### src/rtl/shadow_rtc_pkg.sv
package shadow_rtc_pkg;

  typedef enum logic [1:0] {
    SEL_NONE   = 2'd0,
    SEL_SEC    = 2'd1,
    SEL_SHADOW = 2'd2,
    SEL_MS     = 2'd3
  } reg_sel_e;

endpackage

### src/rtl/rtc_addr_decode.sv
module rtc_addr_decode
  import shadow_rtc_pkg::*;
#(
  parameter int ADDR_W     = 8,
  parameter int OFS_SEC    = 8'h08,
  parameter int OFS_SHADOW = 8'h0C,
  parameter int OFS_MS     = 8'h10
) (
  input  logic [ADDR_W-1:0] addr,
  output reg_sel_e          sel
);

  always_comb begin
    if (addr == ADDR_W'(OFS_SEC))         sel = SEL_SEC;
    else if (addr == ADDR_W'(OFS_SHADOW)) sel = SEL_SHADOW;
    else if (addr == ADDR_W'(OFS_MS))     sel = SEL_MS;
    else                                  sel = SEL_NONE;
  end

endmodule

### src/rtl/rtc_time_counter.sv
module rtc_time_counter #(
  parameter int SEC_W      = 32,
  parameter int MS_PER_SEC = 1000,
  parameter int MS_W       = $clog2(MS_PER_SEC)
) (
  input  logic             clk,
  input  logic             rst_n,
  input  logic             tick,
  input  logic             load,
  input  logic [SEC_W-1:0] load_sec,
  output logic [SEC_W-1:0] sec,
  output logic [MS_W-1:0]  ms
);

  localparam logic [MS_W-1:0] MS_LAST = MS_W'(MS_PER_SEC - 1);

  logic ms_at_last;
  assign ms_at_last = (ms == MS_LAST);

  // A seconds load takes priority over the tick.
  always_ff @(posedge clk) begin
    if (!rst_n) begin
      sec <= '0;
      ms  <= '0;
    end else if (load) begin
      sec <= load_sec;
      ms  <= '0;
    end else if (tick) begin
      if (ms_at_last) begin
        ms  <= '0;
        sec <= sec + SEC_W'(1);
      end else begin
        ms  <= ms + MS_W'(1);
      end
    end
  end

endmodule

### src/rtl/rtc_shadow_capture.sv
module rtc_shadow_capture #(
  parameter int SEC_W = 32
) (
  input  logic             clk,
  input  logic             rst_n,
  input  logic             capture,
  input  logic [SEC_W-1:0] live_sec,
  output logic [SEC_W-1:0] shadow_sec
);

  always_ff @(posedge clk) begin
    if (!rst_n)       shadow_sec <= '0;
    else if (capture) shadow_sec <= live_sec;
  end

endmodule

### src/rtl/rtc_read_port.sv
module rtc_read_port
  import shadow_rtc_pkg::*;
#(
  parameter int DATA_W = 32,
  parameter int SEC_W  = 32,
  parameter int MS_W   = 10
) (
  input  logic              clk,
  input  logic              rst_n,
  input  logic              rd_en,
  input  reg_sel_e          sel,
  input  logic [SEC_W-1:0]  sec,
  input  logic [SEC_W-1:0]  shadow_sec,
  input  logic [MS_W-1:0]   ms,
  output logic [DATA_W-1:0] rd_data,
  output logic              rd_valid
);

  logic [DATA_W-1:0] mux_val;

  always_comb begin
    unique case (sel)
      SEL_SEC:    mux_val = DATA_W'(sec);
      SEL_SHADOW: mux_val = DATA_W'(shadow_sec);
      SEL_MS:     mux_val = DATA_W'(ms);
      default:    mux_val = '0;
    endcase
  end

  always_ff @(posedge clk) begin
    if (!rst_n) begin
      rd_data  <= '0;
      rd_valid <= 1'b0;
    end else begin
      rd_valid <= rd_en;
      if (rd_en) rd_data <= mux_val;
    end
  end

endmodule

### src/rtl/shadow_rtc.sv
module shadow_rtc
  import shadow_rtc_pkg::*;
#(
  parameter int ADDR_W     = 8,
  parameter int DATA_W     = 32,
  parameter int MS_PER_SEC = 1000,
  parameter int OFS_SEC    = 8'h08,
  parameter int OFS_SHADOW = 8'h0C,
  parameter int OFS_MS     = 8'h10
) (
  input  logic              clk,
  input  logic              rst_n,
  input  logic              tick_1k,
  input  logic [ADDR_W-1:0] reg_addr,
  input  logic              rd_en,
  input  logic              wr_en,
  input  logic [DATA_W-1:0] wr_data,
  output logic [DATA_W-1:0] rd_data,
  output logic              rd_valid
);

  localparam int SEC_W = DATA_W;
  localparam int MS_W  = $clog2(MS_PER_SEC);

  reg_sel_e         sel;
  logic [SEC_W-1:0] sec_cnt;
  logic [SEC_W-1:0] shadow_sec;
  logic [MS_W-1:0]  ms_cnt;
  logic             sec_load;
  logic             ms_read;

  rtc_addr_decode #(
    .ADDR_W(ADDR_W), .OFS_SEC(OFS_SEC), .OFS_SHADOW(OFS_SHADOW), .OFS_MS(OFS_MS)
  ) u_dec (
    .addr(reg_addr),
    .sel (sel)
  );

  assign sec_load = wr_en && (sel == SEL_SEC);
  assign ms_read  = rd_en && (sel == SEL_MS);

  rtc_time_counter #(
    .SEC_W(SEC_W), .MS_PER_SEC(MS_PER_SEC), .MS_W(MS_W)
  ) u_cnt (
    .clk     (clk),
    .rst_n   (rst_n),
    .tick    (tick_1k),
    .load    (sec_load),
    .load_sec(wr_data),
    .sec     (sec_cnt),
    .ms      (ms_cnt)
  );

  rtc_shadow_capture #(.SEC_W(SEC_W)) u_shadow (
    .clk       (clk),
    .rst_n     (rst_n),
    .capture   (ms_read),
    .live_sec  (sec_cnt),
    .shadow_sec(shadow_sec)
  );

  rtc_read_port #(
    .DATA_W(DATA_W), .SEC_W(SEC_W), .MS_W(MS_W)
  ) u_rd (
    .clk       (clk),
    .rst_n     (rst_n),
    .rd_en     (rd_en),
    .sel       (sel),
    .sec       (sec_cnt),
    .shadow_sec(shadow_sec),
    .ms        (ms_cnt),
    .rd_data   (rd_data),
    .rd_valid  (rd_valid)
  );

endmodule

### config.mk
export PLATFORM = sky130hd
export DESIGN_NAME = shadow_rtc
export DESIGN_NICKNAME = d
export VERILOG_FILES = /design/src/rtl/shadow_rtc_pkg.sv /design/src/rtl/rtc_addr_decode.sv /design/src/rtl/rtc_time_counter.sv /design/src/rtl/rtc_shadow_capture.sv /design/src/rtl/rtc_read_port.sv /design/src/rtl/shadow_rtc.sv
export SDC_FILE = /design/constraint.sdc
export NUM_CORES = 1
export LEC_CHECK = 0
export BUFFER_PORTS_ARGS = -buffer_cell sky130_fd_sc_hd__buf_2
export CORE_MARGIN = 3
export CORE_UTILIZATION = 50
export DETAILED_ROUTE_END_ITERATION = 16
export PLACE_DENSITY = 0.86
export SYNTH_ARGS = -nofsm -noshare
export SYNTH_HDL_FRONTEND = slang
export SYNTH_SLANG_ARGS = --single-unit
### constraint.sdc
create_clock -name clk -period 2.14 [get_ports clk]
set_input_delay 0.107 -clock clk [delete_from_list [all_inputs] [get_ports clk]]
set_output_delay 0.107 -clock clk [all_outputs]
set_load 0.01 [all_outputs]
==> flow_summary.json, run 1 <==
{
  "status": "complete, no violations",
  "power.leakage_nw": 2.15,
  "worst-setup-path-type": "reg2reg",
  "initial_core_util_pct": 52.1,
  "die_w_microns": 108,
  "synthToLayoutAreaGrowth_pct": 15.9,
  "reg2reg_depth": 6,
  "yosysUniqueCellTypes": 44,
  "skew_ps": 18.7,
  "crit_fanout": 8,
  "fp-row-count": 36,
  "grt_pass1_vias": 4440,
  "via_per_inst": 5.74,
  "ys_seq_area_share_pct": 41.5,
  "seqPwrFrac_pct": 57.9,
  "final_layout_size_suffix_gt1_share_pct": 24.3,
  "grt-ovfl-total": 0,
  "final_cell_area_sq_mm": 0.00598,
  "hpwl_microns": 8920,
  "r2r-start": "u_cnt.ms[1]$_SDFFE_PP0P_",
  "multi_input_area_sq_mm": 0.00285,
  "vdd_ir_drop_max_uv": 403,
  "nets": 712,
  "antenna_found_initial": 0,
  "htree_levels": 3,
  "placed_area_sq_mm": 0.00575,
  "start_kind": "register",
  "final_common_cell": "dfxtp_1",
  "finalPower_mw": 3.46,
  "ant_nets": 0,
  "clockBufferDepth": 2,
  "p_sw_share_pct": 23.9,
  "setup_tns_ps": 0,
  "fmax_ghz": 0.487,
  "min_path_type": "in2reg",
  "num-fill-cells": 849,
  "synth_nets": 647,
  "post-route-period-util_pct": 96.0,
  "synthesis.area_sq_mm": 0.00516,
  "synth-edff-count": 0,
  "place.gp.congestion": 0.861,
  "cp-endpoint": "u_cnt.sec[31]$_SDFFE_PN0P_",
  "final_cell_mix": "dfxtp_1, buf_2, nand3_1",
  "drtPass1Iterations": 7,
  "core_region_area_sq_mm": 0.00991,
  "vias": 4607,
  "cts_buffers": 9,
  "port_buffers": 77,
  "clock_power_share_pct": 36.6,
  "p_int_mw": 2.63,
  "clkSinkCount": 107,
  "final_util_pct": 60.4,
  "rrSetupSlack_ps": 80,
  "ys_ff_latch": 107,
  "r2r_end": "u_cnt.sec[31]$_SDFFE_PN0P_",
  "cts.clk_slew.worst_paths_ps": 110,
  "fp.dieH_microns": 108,
  "async_reset_ff_share_pct": 0,
  "grt_pass1_wl_microns": 21300,
  "cts_setup_buffers": 0,
  "setup_viol": 0,
  "clk_latency_ps": 380,
  "period_needed_ps": 2060,
  "synth_cells": 600,
  "detail_route.wl_per_cell_microns": 15.9,
  "io_pins": 78,
  "power_frac_comb_pct": 5.5,
  "ys.flop_type": "dfxtp_1",
  "hold_viol_final": 0,
  "crit_required_ps": 2410,
  "rsz0062_at_grt": "true",
  "ff_latch_area_sq_mm": 0.00214,
  "startpoint": "u_cnt.ms[1]$_SDFFE_PP0P_",
  "grt_max_degree": 68,
  "arrival_ps": 2330,
  "worstSetupEndpointType": "register",
  "ys_warn_count": 0,
  "diodes": 0,
  "tightest_slew_ps": 678,
  "drcViolationCount": 0,
  "p_per_area_mw_per_mm2": 578,
  "root_buffer": "clkbuf_8",
  "die-area_sq_mm": 0.0116,
  "max-slew-margin-rel_pct": 54.7,
  "grt_use_total_pct": 22.7,
  "avgSynthCellArea_sq_um": 8.60,
  "totalWireLength_microns": 12800,
  "switchingPower_mw": 0.825,
  "drv_slew": 0,
  "cts_tree": "yes",
  "drv_cap": 0,
  "drt_iter0_drc": 224
}
[worst max-delay path: stages, from the launching register on]
cell     delay, ps
dfxtp_1        410
ha_2           250
nand2_1        120
or4_4          620
nor4_2         310
xnor2_1        150
a21oi_1         80
[per-layer routing]
| metal | vias to the layer above | part of all wire (%) | global-route usage [%] |
|---|---|---|---|
| met4 | 0 | 2.4 | 9.29 |
| met5 | - | 0 | 0 |
| met3 | 32 | 5.7 | 4.02 |
| met1 | 2172 | 43 | 27.8 |
| met2 | 154 | 49 | 39.3 |
| li1 | 2249 | - | - |
[power by group through the flow]
| stage | sequential [mW] | clock (mW) | combinational [mW] |
|---|---|---|---|
| after detailed placement | 2.05 | 0 | 0.186 |
| after global placement | 2.05 | 0 | 0.182 |
| final | 2.00 | 1.27 | 0.191 |
| after global routing | 2.00 | 1.38 | 0.206 |
| after floorplan | 2.05 | 0 | 0.106 |
| after CTS | 2.00 | 1.29 | 0.189 |
[sequential cells by signal, indices dropped and copies added (netlist names)]
register,cells
u_cnt.ms,10
u_cnt.sec,32
u_shadow.shadow_sec,32
u_rd.rd_valid,1
u_rd.rd_data,32
[cells in the mapped netlist (2+ instances only)]
library cell,instances,area share [%]
nor4_1,5,0.61
nor3_2,2,0.39
nand2_1,60,4.4
nor4_2,3,0.73
nand3b_1,3,0.44
buf_2,2,0.19
ha_1,2,0.48
buf_1,3,0.22
nand4_1,16,1.9
xnor2_1,19,3.2
clkbuf_1,40,2.9
dfxtp_1,107,41
a21boi_0,49,7.1
a21boi_1,5,0.73
a22oi_1,10,1.5
and4_1,3,0.51
and3_2,2,0.29
nand2b_1,24,2.9
mux2_2,29,6.3
clkbuf_2,2,0.19
inv_1,3,0.22
nand3_1,68,6.6
and2_1,2,0.24
mux2i_1,2,0.39
or4_4,2,0.44
nor2_1,15,1.1
nor3_1,8,0.78
a21oi_1,32,3.1
and3_1,4,0.48
o21ai_0,46,4.5
xor2_1,19,3.2
[how the worst min path moves through the flow]
stage	startpoint	to	slack [ps]	depth (start not counted)
after CTS	wr_data[4]	u_cnt.sec[4]$_SDFFE_PN0P_	0.9	3
after global placement	wr_data[4]	u_cnt.sec[4]$_SDFFE_PN0P_	390	3
after global routing	wr_data[5]	u_cnt.sec[5]$_SDFFE_PN0P_	20	3
final	wr_data[4]	u_cnt.sec[4]$_SDFFE_PN0P_	8	3
after detailed placement	wr_data[6]	u_cnt.sec[6]$_SDFFE_PN0P_	390	3
after floorplan	wr_data[29]	u_cnt.sec[29]$_SDFFE_PN0P_	300	2
[layout make-up]
cell class                      instances  area share [%]
Tap cell                              133            2.78
Sequential cell                       107            35.8
Clock buffer                           10            2.13
Inverter                                3           0.188
Timing Repair Buffer                  102            10.2
Clock inverter                          6            1.21
Multi-Input combinational cell        442            47.6
[timing repair]
action,CTS,global route
endpoints found under the hold margin,1,0
hold buffers,1,0
resized for setup,0,4
endpoints found under the setup margin,0,8
[logic make-up after synthesis]
| group | share of synthesized area (%) |
|---|---|
| buf+inv | 3.95 |
| flops | 41.5 |
| compound gates | 17.1 |
| mux | 6.71 |
| simple gates | 23.8 |
| xor+xnor | 6.45 |
| fa+ha+maj | 0.485 |
[metrics by stage]
step	setup slack (ps)	cells	hold slack, ps
6_report	84.7	803	8.28
5_1_grt	0.909	803	20.8
4_1_cts	45.0	803	0.942
3_5_place_dp	47.8	786	391
3_3_place_gp	138	786	389
2_1_floorplan	152	600	300
(Power assumes the default switching activity.)
==> run 2, diff against run 1 <==
--- a/config.mk
+++ b/config.mk
@@ -9,6 +9,7 @@
 export CORE_MARGIN = 3
 export CORE_UTILIZATION = 50
 export DETAILED_ROUTE_END_ITERATION = 16
+export MAX_ROUTING_LAYER = met4
 export PLACE_DENSITY = 0.86
 export SYNTH_ARGS = -nofsm -noshare
 export SYNTH_HDL_FRONTEND = slang
==> flow_summary.json, run 2 (synthesis results as in run 1) <==
{
  "p_int_mw": 2.63,
  "ant_nets": 0,
  "hpwl_microns": 8790,
  "fp-row-count": 36,
  "max-slew-margin-rel_pct": 54.7,
  "drv_cap": 0,
  "finalPower_mw": 3.47,
  "totalWireLength_microns": 12900,
  "core_region_area_sq_mm": 0.00991,
  "switchingPower_mw": 0.843,
  "final_cell_mix": "dfxtp_1, buf_2, nand3_1",
  "tightest_slew_ps": 678,
  "pre_cts_ws_ps": 11.8,
  "fp.dieH_microns": 108,
  "diodes": 0,
  "crit_chain": "ha_4 > nand2_2 > or4_4 > buf_4 > nor4b_2 > xnor2_1 > a21oi_1",
  "setup_ws_ps": 95.5,
  "root_buffer": "clkbuf_8",
  "seqPwrFrac_pct": 57.7,
  "post-route-period-util_pct": 95.5,
  "setup_viol": 0,
  "start_kind": "register",
  "min_path_type": "in2reg",
  "worst_path_largest_cell_delay_ps": 620,
  "die_w_microns": 108,
  "clkSinkCount": 107,
  "p_sw_share_pct": 24.3,
  "io_pins": 78,
  "synthToLayoutAreaGrowth_pct": 15.8,
  "drcViolationCount": 0,
  "num-fill-cells": 861,
  "power.leakage_nw": 2.15,
  "final_cell_area_sq_mm": 0.00598,
  "grt_pass1_wl_microns": 21100,
  "clk_latency_ps": 380,
  "detail_route.wl_per_cell_microns": 16.0,
  "grt_use_total_pct": 23.0,
  "antenna_found_initial": 0,
  "clockBufferDepth": 2,
  "grt-ovfl-total": 0,
  "nets": 711,
  "vias": 4627,
  "final_layout_size_suffix_gt1_share_pct": 24.8,
  "power_frac_comb_pct": 5.4,
  "grt_pass1_vias": 4372,
  "hold_viol_final": 0,
  "worstSetupEndpointType": "register",
  "drtPass1Iterations": 4,
  "htree_levels": 3,
  "clock_power_share_pct": 36.8,
  "vdd_ir_drop_max_uv": 283,
  "cts.clk_slew.worst_paths_ps": 110,
  "skew_ps": 11.9,
  "rsz0062_at_grt": "false",
  "critPathTopFamily": "simple AND/OR/NAND/NOR gates",
  "crit_buf_inv": 1,
  "drv_slew": 0,
  "fmax_ghz": 0.489,
  "cts_tree": "yes",
  "cts_buffers": 9,
  "status": "complete, no violations",
  "p_per_area_mw_per_mm2": 581,
  "placed_area_sq_mm": 0.00574,
  "port_buffers": 77,
  "die-area_sq_mm": 0.0116,
  "period_needed_ps": 2040,
  "crit_fanout": 6,
  "initial_core_util_pct": 52.1,
  "final_common_cell": "dfxtp_1",
  "drt_iter0_drc": 279,
  "crit_required_ps": 2410,
  "slowest_stage": "or4_4",
  "place.gp.congestion": 0.863,
  "reg_top3": "u_cnt.sec: 32 flops, u_rd.rd_data: 32 flops, u_shadow.shadow_sec: 32 flops",
  "grt_max_degree": 68,
  "setup_tns_ps": 0,
  "via_per_inst": 5.77,
  "arrival_ps": 2320,
  "final_util_pct": 60.3,
  "worst-setup-path-type": "reg2reg"
}
[run 2: cell types whose count changed in the layout (fill, tap and decap cells not counted), moves of 2 or more]
cell,before,now
nor4_2,6,3
nor4_1,2,5
clkinv_4,2,0
dfxtp_1,107,104
dfxtp_4,0,2
clkinv_2,0,2
[run 2: stage by stage]
step,hold slack [ps],instances
after floorplan,300,600
after global placement,390,784
after detailed placement,391,784
after CTS,3.50,800
after global routing,24.7,802
final,7.07,802
[run 2: layout make-up]
class                      count  area (sq um)  area share (%)
tap                          133           166            2.78
clock buffer                   9           124            2.07
inverter                       3          11.3           0.188
multi-input combinational    442          2850            47.7
timing repair buffer         101           603            10.1
clock inverter                 7          73.8            1.23
sequential                   107          2150            36.0
[run 2: path summary, 6_finish.rpt]
path	from	end	slack (ps)	cells past startpoint
setup / recovery	u_cnt.ms[0]$_SDFFE_PP0P_	u_cnt.sec[29]$_SDFFE_PN0P_	100	7
hold / removal	wr_data[4]	u_cnt.sec[4]$_SDFFE_PN0P_	7	3
setup reg to reg	u_cnt.ms[0]$_SDFFE_PP0P_	u_cnt.sec[29]$_SDFFE_PN0P_	100	7
hold reg to reg	u_shadow.shadow_sec[3]$_SDFFE_PN0P_	u_shadow.shadow_sec[3]$_SDFFE_PN0P_	460	2
[run 2: what timing repair did]
| item | 4_1_cts | 5_1_grt |
|---|---|---|
| pin swaps | 0 | 1 |
| hold endpoints to repair | 0 | 0 |
| setup buffers | 0 | 2 |
| hold buffers | 0 | 0 |
| gates resized for setup | 1 | 8 |
| setup endpoints to repair | 2 | 22 |
[run 2: tightest hold or removal path, cell delays in order]
cell     delay, ps
buf_2           70
o21ai_0         70
a21oi_1        100
[run 2: layer usage]
layer  part of all wire, %  wire (microns)  track usage (%)  vias to the layer above
li1                      -               -                -                     2261
met1                    42            5470             28.2                     2176
met2                    50            6410             39.3                      167
met3                   5.9             758             3.54                       23
met4                   1.8             230             6.94                        0
met5                     0               0                -                        -
[run 2: power by group through the flow]
| stage | combinational (mW) | clock (mW) | sequential [mW] |
|---|---|---|---|
| 5_1_grt | 0.203 | 1.37 | 2.01 |
| 6_report | 0.189 | 1.28 | 2.00 |
| 4_1_cts | 0.185 | 1.29 | 2.00 |
| 3_5_place_dp | 0.183 | 0 | 2.05 |
| 2_1_floorplan | 0.106 | 0 | 2.05 |
| 3_3_place_gp | 0.180 | 0 | 2.05 |
==> run 3, diff against run 2 <==
--- a/config.mk
+++ b/config.mk
@@ -7,10 +7,9 @@
 export LEC_CHECK = 0
 export BUFFER_PORTS_ARGS = -buffer_cell sky130_fd_sc_hd__buf_2
 export CORE_MARGIN = 3
-export CORE_UTILIZATION = 50
+export CORE_UTILIZATION = 25
 export DETAILED_ROUTE_END_ITERATION = 16
 export MAX_ROUTING_LAYER = met4
-export PLACE_DENSITY = 0.86
 export SYNTH_ARGS = -nofsm -noshare
 export SYNTH_HDL_FRONTEND = slang
 export SYNTH_SLANG_ARGS = --single-unit
==> flow_summary.json, run 3 (synthesis results as in run 1) <==
{
  "hold_buffers": 0,
  "skew_ps": 5.03,
  "p_per_area_mw_per_mm2": 625,
  "grt_pass1_vias": 4081,
  "io_pins": 78,
  "grt_pass1_wl_microns": 22400,
  "tightest_slew_ps": 767,
  "synthToLayoutAreaGrowth_pct": 22.0,
  "post-route-period-util_pct": 94.6,
  "crit_required_ps": 2360,
  "vias": 4481,
  "port_buffers": 77,
  "hold_viol_final": 0,
  "nets": 721,
  "final_layout_size_suffix_gt1_share_pct": 25.5,
  "hpwl_microns": 9730,
  "diodes": 0,
  "die_w_microns": 150,
  "drt_iter0_drc": 367,
  "clockBufferDepth": 2,
  "cts_tree": "yes",
  "setup_viol": 0,
  "drv_slew": 0,
  "start_kind": "register",
  "fmax_ghz": 0.494,
  "place.gp.congestion": 0.852,
  "setup_tns_ps": 0,
  "grt_use_met3_pct": 3.39,
  "grt-ovfl-total": 0,
  "final_util_pct": 31.7,
  "whs_ps": 40.4,
  "htree_levels": 3,
  "final_common_cell": "dfxtp_1",
  "antenna_found_initial": 0,
  "drcViolationCount": 0,
  "num-fill-cells": 2116,
  "grt_use_total_pct": 12.9,
  "power.leakage_nw": 2.27,
  "ff_latch_area_sq_mm": 0.00214,
  "arrival_ps": 2250,
  "worst-setup-path-type": "reg2reg",
  "detail_route.wl_per_cell_microns": 15.0,
  "period_needed_ps": 2020,
  "cts.clk_slew.worst_paths_ps": 70,
  "gr-max-usage-layer": "met2",
  "clk_latency_ps": 350,
  "drv_cap": 0,
  "max-slew-margin-rel_pct": 48.8,
  "use_met2_pct": 20.4,
  "clkSinkCount": 107,
  "via_per_inst": 4.75,
  "status": "complete, no violations",
  "reg_top3": "u_cnt.sec: 32 flops, u_rd.rd_data: 32 flops, u_shadow.shadow_sec: 32 flops",
  "rsz0062_at_grt": "false",
  "vdd_ir_drop_max_uv": 464,
  "final_cell_mix": "dfxtp_1, buf_2, nand3_1",
  "totalWireLength_microns": 14200,
  "met1_usage_pct": 16.8,
  "cts_buffers": 9,
  "initial_core_util_pct": 26.0,
  "worstSetupEndpointType": "register",
  "die-area_sq_mm": 0.0224,
  "fp.dieH_microns": 150,
  "fp-row-count": 51,
  "final_cell_area_sq_mm": 0.00630,
  "core_region_area_sq_mm": 0.0198,
  "pre_cts_ws_ps": 99.0,
  "placed_area_sq_mm": 0.00597,
  "rrSetupSlack_ps": 120,
  "crit_fanout": 8,
  "multi_input_area_sq_mm": 0.00284,
  "drtPass1Iterations": 7,
  "root_buffer": "clkbuf_16",
  "min_path_type": "in2reg",
  "ant_nets": 0,
  "setup_ws_ps": 115,
  "grt_max_degree": 62
}
run 3: cell count changes in the layout (fill, tap and decap cells not counted), sizes merged:
cell / before / now
inv: 6 / 3
clkbuf: 9 / 12
buf: 101 / 111
run 3: final cells by class:
| class | instances | area share (%) |
|---|---|---|
| tap | 265 | 5.26 |
| clock buffer | 12 | 4.23 |
| sequential | 107 | 34.0 |
| clock inverter | 4 | 0.755 |
| inverter | 3 | 0.179 |
| multi-input combinational | 442 | 45.2 |
| timing repair buffer | 111 | 10.4 |
run 3: what timing repair did:
action | CTS | global route
endpoints found under the hold margin | 0 | 0
gates resized for setup | 0 | 4
buffers inserted | 0 | 0
endpoints found under the setup margin | 0 | 7
run 3: metal layers:
layer | vias up | wire [microns]
met2 | 114 | 6590
met5 | - | 0
met3 | 12 | 832
met4 | 0 | 162
li1 | 2272 | -
met1 | 2083 | 6600
run 3: where the power goes:
part | switching [mW] | leakage, nW | total, mW | internal (mW)
Combinational | 0.111 | 1.25 | 0.192 | 0.0804
Clock | 0.743 | 0.155 | 1.74 | 1.00
Sequential | 0.00684 | 0.863 | 2.00 | 2.00
run 3: path summary, 6_finish.rpt:
check                                                     startpoint                                   end  cells after the start
worst max-delay path                        u_cnt.ms[0]$_SDFFE_PP0P_            u_cnt.sec[31]$_SDFFE_PN0P_                      6
worst max register to register              u_cnt.ms[0]$_SDFFE_PP0P_            u_cnt.sec[31]$_SDFFE_PN0P_                      6
worst min-delay path                                      wr_data[6]             u_cnt.sec[6]$_SDFFE_PN0P_                      3
worst min register to register  u_shadow.shadow_sec[21]$_SDFFE_PN0P_  u_shadow.shadow_sec[21]$_SDFFE_PN0P_                      2
run 3: critical path, cell delays in order (launching register included):
cell     delay, ps
dfxtp_2        380
ha_1           190
nand2_1        130
or4_4          660
nor4_2         310
xnor2_1        160
a21oi_1         80
run 3: through the flow:
stage,instances,power [mW]
after floorplan,600,2.15
after global placement,928,2.24
after detailed placement,928,2.24
after CTS,944,3.98
after global routing,944,4.08
final,944,3.94
